### config.mk
export PLATFORM = sky130hd
export DESIGN_NAME = irq_scan_detector
export DESIGN_NICKNAME = d
export VERILOG_FILES = /design/src/rtl/irqd_pkg.sv /design/src/rtl/irqd_tick_gen.sv /design/src/rtl/irqd_cond_eval.sv /design/src/rtl/irqd_flag_ctl.sv /design/src/rtl/irq_scan_detector.sv
export SDC_FILE = /design/constraint.sdc
export NUM_CORES = 1
export LEC_CHECK = 0
export ABC_CLOCK_PERIOD_IN_PS = 2750
export CAP_MARGIN = 10
export CORE_MARGIN = 1.5
export CORE_UTILIZATION = 50
export CTS_CLUSTER_SIZE = 8
export DETAILED_ROUTE_END_ITERATION = 8
export DONT_BUFFER_PORTS = 1
export SETUP_SLACK_MARGIN = 0.2
export SLEW_MARGIN = 5
export SYNTH_ARGS = -nofsm -noshare
export SYNTH_HDL_FRONTEND = slang
export SYNTH_SLANG_ARGS = --single-unit
### constraint.sdc
create_clock -name clk -period 2.75 [get_ports clk]
set_input_delay 0.55 -clock clk [delete_from_list [all_inputs] [get_ports clk]]
set_output_delay 0.55 -clock clk [all_outputs]
set_load 0.05 [all_outputs]
### src/rtl/irqd_pkg.sv
package irqd_pkg;

  // Source that loads the pending flag on the next edge
  typedef enum logic [1:0] {
    PSRC_HOLD = 2'd0,
    PSRC_HW   = 2'd1,
    PSRC_SW   = 2'd2
  } pend_src_e;

  // Hardware set has priority over a software load
  function automatic pend_src_e pick_pend_src(input logic tick_hit, input logic sw_we);
    if (tick_hit)   return PSRC_HW;
    else if (sw_we) return PSRC_SW;
    else            return PSRC_HOLD;
  endfunction

  function automatic logic next_pending(input pend_src_e src, input logic cur,
                                        input logic wdata);
    case (src)
      PSRC_HW: return 1'b1;
      PSRC_SW: return wdata;
      default: return cur;
    endcase
  endfunction

endpackage

### src/rtl/irqd_tick_gen.sv
module irqd_tick_gen #(
  parameter int DIV_W = 8
) (
  input  logic             clk,
  input  logic             rst_n,
  input  logic [DIV_W-1:0] period,
  output logic             tick
);
  localparam logic [DIV_W-1:0] ONE = DIV_W'(1);

  logic [DIV_W-1:0] cnt_q;

  // >= keeps the divider bounded if the period shrinks mid-count
  assign tick = (cnt_q >= period);

  always_ff @(posedge clk) begin
    if (!rst_n)    cnt_q <= '0;
    else if (tick) cnt_q <= '0;
    else           cnt_q <= cnt_q + ONE;
  end
endmodule

### src/rtl/irqd_cond_eval.sv
module irqd_cond_eval #(
  parameter int WIDTH = 8
) (
  input  logic             clk,
  input  logic             rst_n,
  input  logic             tick,
  input  logic [WIDTH-1:0] raw,
  input  logic [WIDTH-1:0] pol,
  input  logic [WIDTH-1:0] lo_m,
  input  logic [WIDTH-1:0] hi_m,
  input  logic [WIDTH-1:0] rise_m,
  input  logic [WIDTH-1:0] fall_m,
  output logic [WIDTH-1:0] hit_vec,
  output logic             hit
);
  logic [WIDTH-1:0] prev_q;
  logic [WIDTH-1:0] cur;

  function automatic logic [WIDTH-1:0] apply_pol(input logic [WIDTH-1:0] r,
                                                 input logic [WIDTH-1:0] p);
    return r ^ p;
  endfunction

  function automatic logic [WIDTH-1:0] match_vec(
    input logic [WIDTH-1:0] c,  input logic [WIDTH-1:0] pv,
    input logic [WIDTH-1:0] lo, input logic [WIDTH-1:0] hi,
    input logic [WIDTH-1:0] ri, input logic [WIDTH-1:0] fa);
    logic [WIDTH-1:0] chg;
    chg = c ^ pv;
    return (lo & ~c) | (hi & c) | (chg & c & ri) | (chg & ~c & fa);
  endfunction

  assign cur     = apply_pol(raw, pol);
  assign hit_vec = match_vec(cur, prev_q, lo_m, hi_m, rise_m, fall_m);
  assign hit     = tick & (|hit_vec);

  always_ff @(posedge clk) begin
    if (!rst_n)    prev_q <= '0;
    else if (tick) prev_q <= cur;
  end
endmodule

### src/rtl/irqd_flag_ctl.sv
module irqd_flag_ctl
  import irqd_pkg::*;
(
  input  logic clk,
  input  logic rst_n,
  input  logic tick,
  input  logic hit,
  input  logic en,
  input  logic sw_we,
  input  logic sw_wdata,
  input  logic tx_idle,
  output logic pending,
  output logic send_zero
);
  pend_src_e src;
  logic      pend_eff;

  assign src      = pick_pend_src(hit, sw_we);
  assign pend_eff = pending | hit;

  always_ff @(posedge clk) begin
    if (!rst_n) begin
      pending   <= 1'b0;
      send_zero <= 1'b0;
    end else begin
      pending   <= next_pending(src, pending, sw_wdata);
      send_zero <= tick & pend_eff & en & tx_idle;
    end
  end
endmodule

### src/rtl/irq_scan_detector.sv
module irq_scan_detector #(
  parameter int WIDTH = 8,
  parameter int DIV_W = 8
) (
  input  logic             clk,
  input  logic             rst_n,
  input  logic [DIV_W-1:0] tick_period,
  input  logic [WIDTH-1:0] raw_in,
  input  logic [WIDTH-1:0] pol_mask,
  input  logic [WIDTH-1:0] lvl_lo_mask,
  input  logic [WIDTH-1:0] lvl_hi_mask,
  input  logic [WIDTH-1:0] rise_mask,
  input  logic [WIDTH-1:0] fall_mask,
  input  logic             irq_en,
  input  logic             pend_we,
  input  logic             pend_wdata,
  input  logic             tx_idle,
  output logic             scan_tick,
  output logic             pending,
  output logic             send_zero
);
  logic [WIDTH-1:0] scan_hit_vec;
  logic             scan_hit;

  irqd_tick_gen #(.DIV_W(DIV_W)) u_tick (
    .clk(clk), .rst_n(rst_n), .period(tick_period), .tick(scan_tick)
  );

  irqd_cond_eval #(.WIDTH(WIDTH)) u_eval (
    .clk(clk), .rst_n(rst_n), .tick(scan_tick), .raw(raw_in), .pol(pol_mask),
    .lo_m(lvl_lo_mask), .hi_m(lvl_hi_mask), .rise_m(rise_mask), .fall_m(fall_mask),
    .hit_vec(scan_hit_vec), .hit(scan_hit)
  );

  irqd_flag_ctl u_flag (
    .clk(clk), .rst_n(rst_n), .tick(scan_tick), .hit(scan_hit), .en(irq_en),
    .sw_we(pend_we), .sw_wdata(pend_wdata), .tx_idle(tx_idle),
    .pending(pending), .send_zero(send_zero)
  );
endmodule

======== Word-level counts from Yosys, hierarchy flattened ========
Index checks and enable logic that the tools add are counted.
storage, ports and cells
  output and inout port bits .............. 3
  bits in read-only memories .............. 0
  memories ................................ 0
  latch bits .............................. 0
  RAM bits ................................ 0
  input bits .............................. 62
  register bits after elaboration ......... 18
  logic and storage cells ................. 32
cells by class
  eq/ne operators ......................... 2
  magnitude comparators ................... 1
  bitwise gates (word level) .............. 18
  shifts and indexed selects .............. 0
  reductions and logical operators ........ 3
  divide/modulo/power cells ............... 0
  multipliers ............................. 0
  multiplexer cells ....................... 3
  add/sub/neg operators ................... 1
operators by type and width
  operator                                       number
  AND 8 bit                                      6
  bitwise OR 8 bit                               3
  XOR 8 bit                                      2
  adder 8 x 1 -> 8 bit, second input constant    1
  >= comparator 8 bit                            1
  inverter 8 bit                                 1
  OR reduction 8 bit                             1
  AND 1 bit                                      4
  2-to-1 mux 2 bit                               2
  == test 2 x 1 -> 1 bit, second input constant  1
  == test 2 bit, second input constant           1
  one-hot mux 1 bit (2 select lines)             1
  nonzero test 2 bit                             1
  OR reduction 2 bit                             1
  inverter 1 bit                                 1
  bitwise OR 1 bit                               1

======== Longest topological paths before layout ========
  word-level depth ........................ 12
  mapped depth ............................ 9
  depth with buffers taken out ............ 7

======== Modules after synthesis ========
A second synthesis with hierarchy kept.
unflattened totals
  cell total of the unflattened synthesis .. 149
  area, all modules ....................... 1231.2 µm²
by module, submodules not included
  module          area each (µm²)  times used  sequential area each (µm²)  cells an instance
  irqd_cond_eval  633.1            1           160.2                       84
  irqd_tick_gen   525.5            1           160.2                       58
  irqd_flag_ctl   72.6             1           40.0                        7

======== Worst setup path after synthesis ========
No wires, ideal clock.
  path type ............................... input to output
  start point ............................. input port tick_period[0]
  end point ............................... output port scan_tick
  data arrival time ....................... 1.895 ns
  buffers on the path ..................... 1
  setup slack ............................. 0.305 ns
  stages .................................. 7
  required time ........................... 2.200 ns
  path through ............................ ha_1 > nand2b_4 > a211o_1 > and3_1 > buf_6 > nor2_1 > inv_1
between the ends
  longest elaborated chain between the ends .. 1
ends and longest elaborated chain
  element              RTL line                 text
  from (decl)          irq_scan_detector.sv:7   input logic [DIV_W-1:0] tick_period,
  >= comparator 8 bit  irqd_tick_gen.sv:14      assign tick = (cnt_q >= period);
  to (decl)            irq_scan_detector.sv:18  output logic scan_tick,
Every way passes these cells.

======== Final worst setup path ========
  start point ............................. register u_tick.cnt_q[0]
  end point ............................... output port scan_tick
between the ends
  longest elaborated chain between the ends .. 1
ends and longest elaborated chain
  element                 RTL line             text
  from (decl)             irqd_tick_gen.sv:11  logic [DIV_W-1:0] cnt_q;
  from (signal assigned)  irqd_tick_gen.sv:19  else cnt_q <= cnt_q + ONE;
  >= comparator 8 bit     irqd_tick_gen.sv:14
Every way passes these cells.

==> qor.yml <==
hold_ws_ns: 0.389
initial_utilization_pct: 54.6
grt_pass1_wl_um: 4370
crit_path_start_kind: "flop"
setup_viol: 0
cts-root-buf: "clkbuf_4"
dp_hpwl_um: 2100
grtUsageMet2_pct: 35.2
cts_inserted_buffers: 3
critPathKind: "reg -> out"
ff2ff_setup_slack_ns: 0.82
drv_slew: 0
final-hold-violation-count: 0
io_buffers: 0
synth.net_count: 216
cts_buffer_depth: 2
fin_nets: 221
n_antenna_cell: 0
yosys.area.top_type_share_pct: 28.7
io_pins: 65
core_um2: 2300
hold_depth: 2
ys_ff_latch: 18
use_met1_pct: 27.1
layout_min_cycle_time_ns: 2.46
ys_top_cells_by_area: "dfxtp_1 29%, xor2_1 9.1%, ha_1 9.0%"
yosysSeqAreaShare_pct: 28.7
clock-sinks: 18
clkLatencyLatePin_ns: 0.29
syn_area_per_cell_um2: 8.65
async_flop_share_pct: 0
outcome: "complete, no violations"
cp_slowest_cell: "dfxtp_4"
rsz0062_at_grt: "no"
num_rows: 17
die-area_um2: 2820
cp_cell_sequence: "inv_1 -> ha_1 -> nand2b_4 -> a211o_1 -> and3_4 -> nor2_4 -> inv_2 -> buf_12"
slew_headroom_pct: 55.8
die_h_um: 53.1
gp_congestion: 0.854
grt_max_degree: 17
grt-ovfl-total: 0
drv_cap: 0
path_clk_slew_ns: 0.10
dr.pass1.iters: 4
dp_slack_ns: 0.330
grt.busiest_layer: "met2"
r2r_cells: 8
max-vdd-ir-drop_mv: 0.265
timing.fmax_ghz: 0.406
path_max_fanout: 4
critPathCaptureType: "output pin"
drtAntennaViolNets: 0
met3_usage_pct: 3.67
track_usage_pct: 21.3
holdBufCountCts: 0
min_path_type: "in -> reg"
regToRegEndpoint: "u_flag.pending$_SDFFE_PN0P_"
syn-cell-area_um2: 1250
reg2reg_from: "u_tick.cnt_q[0]$_SDFF_PP0_"
routed_wirelength_um: 2720
crit_path_end: "scan_tick"
power_uw: 492
synth_cell_type_count: 33
drt-initial-drc-count: 14
synth_area_leader_cell: "dfxtp_1"
syn_inst: 145
pwr_density_cell_nw_per_um2: 368
power_leakage_uw: 0.000554
skew_ns: 0.00420
worstMarginPinSlew_ns: 0.663
vias: 1070
vias_per_cell: 6.08
cts_tree: "yes"
required_ns: 2.20
drc: 0
yosysWarnings: 0
synthFlopType: "dfxtp_1"
tns_ns: 0
synth_edf_count: 0
htreeDepth: 1
fin_crit_sh_pct: 89.6
cpPeakStageDelay_ns: 0.37
layout-drive-gt1-share_pct: 14.9
cp-startpoint: "u_tick.cnt_q[0]$_SDFF_PP0_"
nFillCells: 213
die_w_um: 53.1
antenna_found_initial: 0
worst-endpoint-arrival_ns: 1.91
grt_pass1_vias: 1032
syn2layout_area_growth_pct: 6.58
timing.final.ws_setup_ns: 0.285
wire_per_inst_um: 15.5
==> routing by layer <==
metal / vias up / wire length (um)
met5: - / 0
met2: 47 / 1290
li1: 539 / -
met1: 482 / 1260
met4: 0 / 17
met3: 2 / 152
==> critical path: cells and delay by family, from the launching register on <==
family                   cells  cell delay (ns)
adder cells (fa/ha/maj)      1             0.26
AO/OA/AOI/OAI                1             0.31
AND/OR/NAND/NOR              3             0.46
flip-flops                   1             0.37
buffers and inverters        3             0.23
==> synthesized netlist by cell type (all sizes together), types with 3 or more instances <==
cell and number:
dfxtp 18, nor3 16, a21oi 14, xor2 13
inv 12, ha 9, nor2b 8, nor4 8
o21ai 8, nand3 7, and3 5, a211oi 4
buf 4, nor3b 3, o221ai 3
==> per-stage QoR <==
stage	utilization [%]	std cells	cell area (um^2)
detailed placement	55.8	171	1280
floorplan	-	145	1250
CTS	57.1	174	1310
finish	58.2	176	1340
global route	58.2	176	1340
global placement	55.8	171	1280
==> flip-flops by register name, summed over array words and instances, names as in the netlist <==
| signal | flops |
|---|---|
| u_tick.cnt_q | 8 |
| u_flag.send_zero | 1 |
| u_flag.pending | 1 |
| u_eval.prev_q | 8 |
==> what timing repair did <==
action / 4_1_cts / 5_1_grt
setup buffers: 0 / 2
gates resized for setup: 3 / 4
endpoints found under the setup margin: 1 / 1
pin swaps: 1 / 1
==> power by group <==
part | switching (uW) | internal [uW] | total [uW]
Clock | 80.1 | 50.9 | 131
Sequential | 10.4 | 267 | 278
Combinational | 42.9 | 40.9 | 83.8
==> worst min path at each step <==
stage / startpoint / to / slack, ns
3_3_place_gp: u_tick.cnt_q[0]$_SDFF_PP0_ / u_tick.cnt_q[0]$_SDFF_PP0_ / 0.55
4_1_cts: rst_n / u_flag.send_zero$_SDFF_PN0_ / 0.38
3_5_place_dp: u_tick.cnt_q[0]$_SDFF_PP0_ / u_tick.cnt_q[0]$_SDFF_PP0_ / 0.56
2_1_floorplan: u_tick.cnt_q[0]$_SDFF_PP0_ / u_tick.cnt_q[0]$_SDFF_PP0_ / 0.49
5_1_grt: rst_n / u_tick.cnt_q[1]$_SDFF_PP0_ / 0.39
6_report: rst_n / u_flag.send_zero$_SDFF_PN0_ / 0.39
==> placed cells by master, fill, tap and decap left out, types with 3 or more instances in the layout <==
master,Yosys,layout
nor3_1,16,16
ha_1,9,9
and3_1,5,4
nor4_2,6,6
nor2b_1,8,8
clkbuf_4,0,3
nor3b_1,3,3
nand3_1,7,7
o21ai_0,8,8
xor2_1,13,13
a211oi_1,4,4
o221ai_1,3,3
buf_4,1,4
dfxtp_1,18,16
inv_1,12,11
a21oi_1,14,14
==> cell type report <==
| cell class | instances | area (um^2) | share of cell area (%) |
|---|---|---|---|
| well taps | 28 | 35.0 | 2.62 |
| multi-input cells | 110 | 820 | 61.3 |
| repair buffers | 5 | 50.0 | 3.74 |
| inverters | 12 | 45.0 | 3.37 |
| clock buffers | 3 | 22.5 | 1.68 |
| flip-flops and latches | 18 | 365 | 27.3 |
==> cells by family after synthesis <==
| kind of cell | Yosys count | share of synthesized area [%] |
|---|---|---|
| flip-flops | 18 | 28.7 |
| XOR/XNOR | 14 | 9.77 |
| AO/OA/AOI/OAI | 33 | 15.8 |
| buffers and inverters | 17 | 6.98 |
| adder cells (fa/ha/maj) | 9 | 8.97 |
| AND/OR/NAND/NOR | 53 | 29.0 |
| multiplexers | 1 | 0.798 |
No activity file was read; power rests on OpenSTA's default activity.
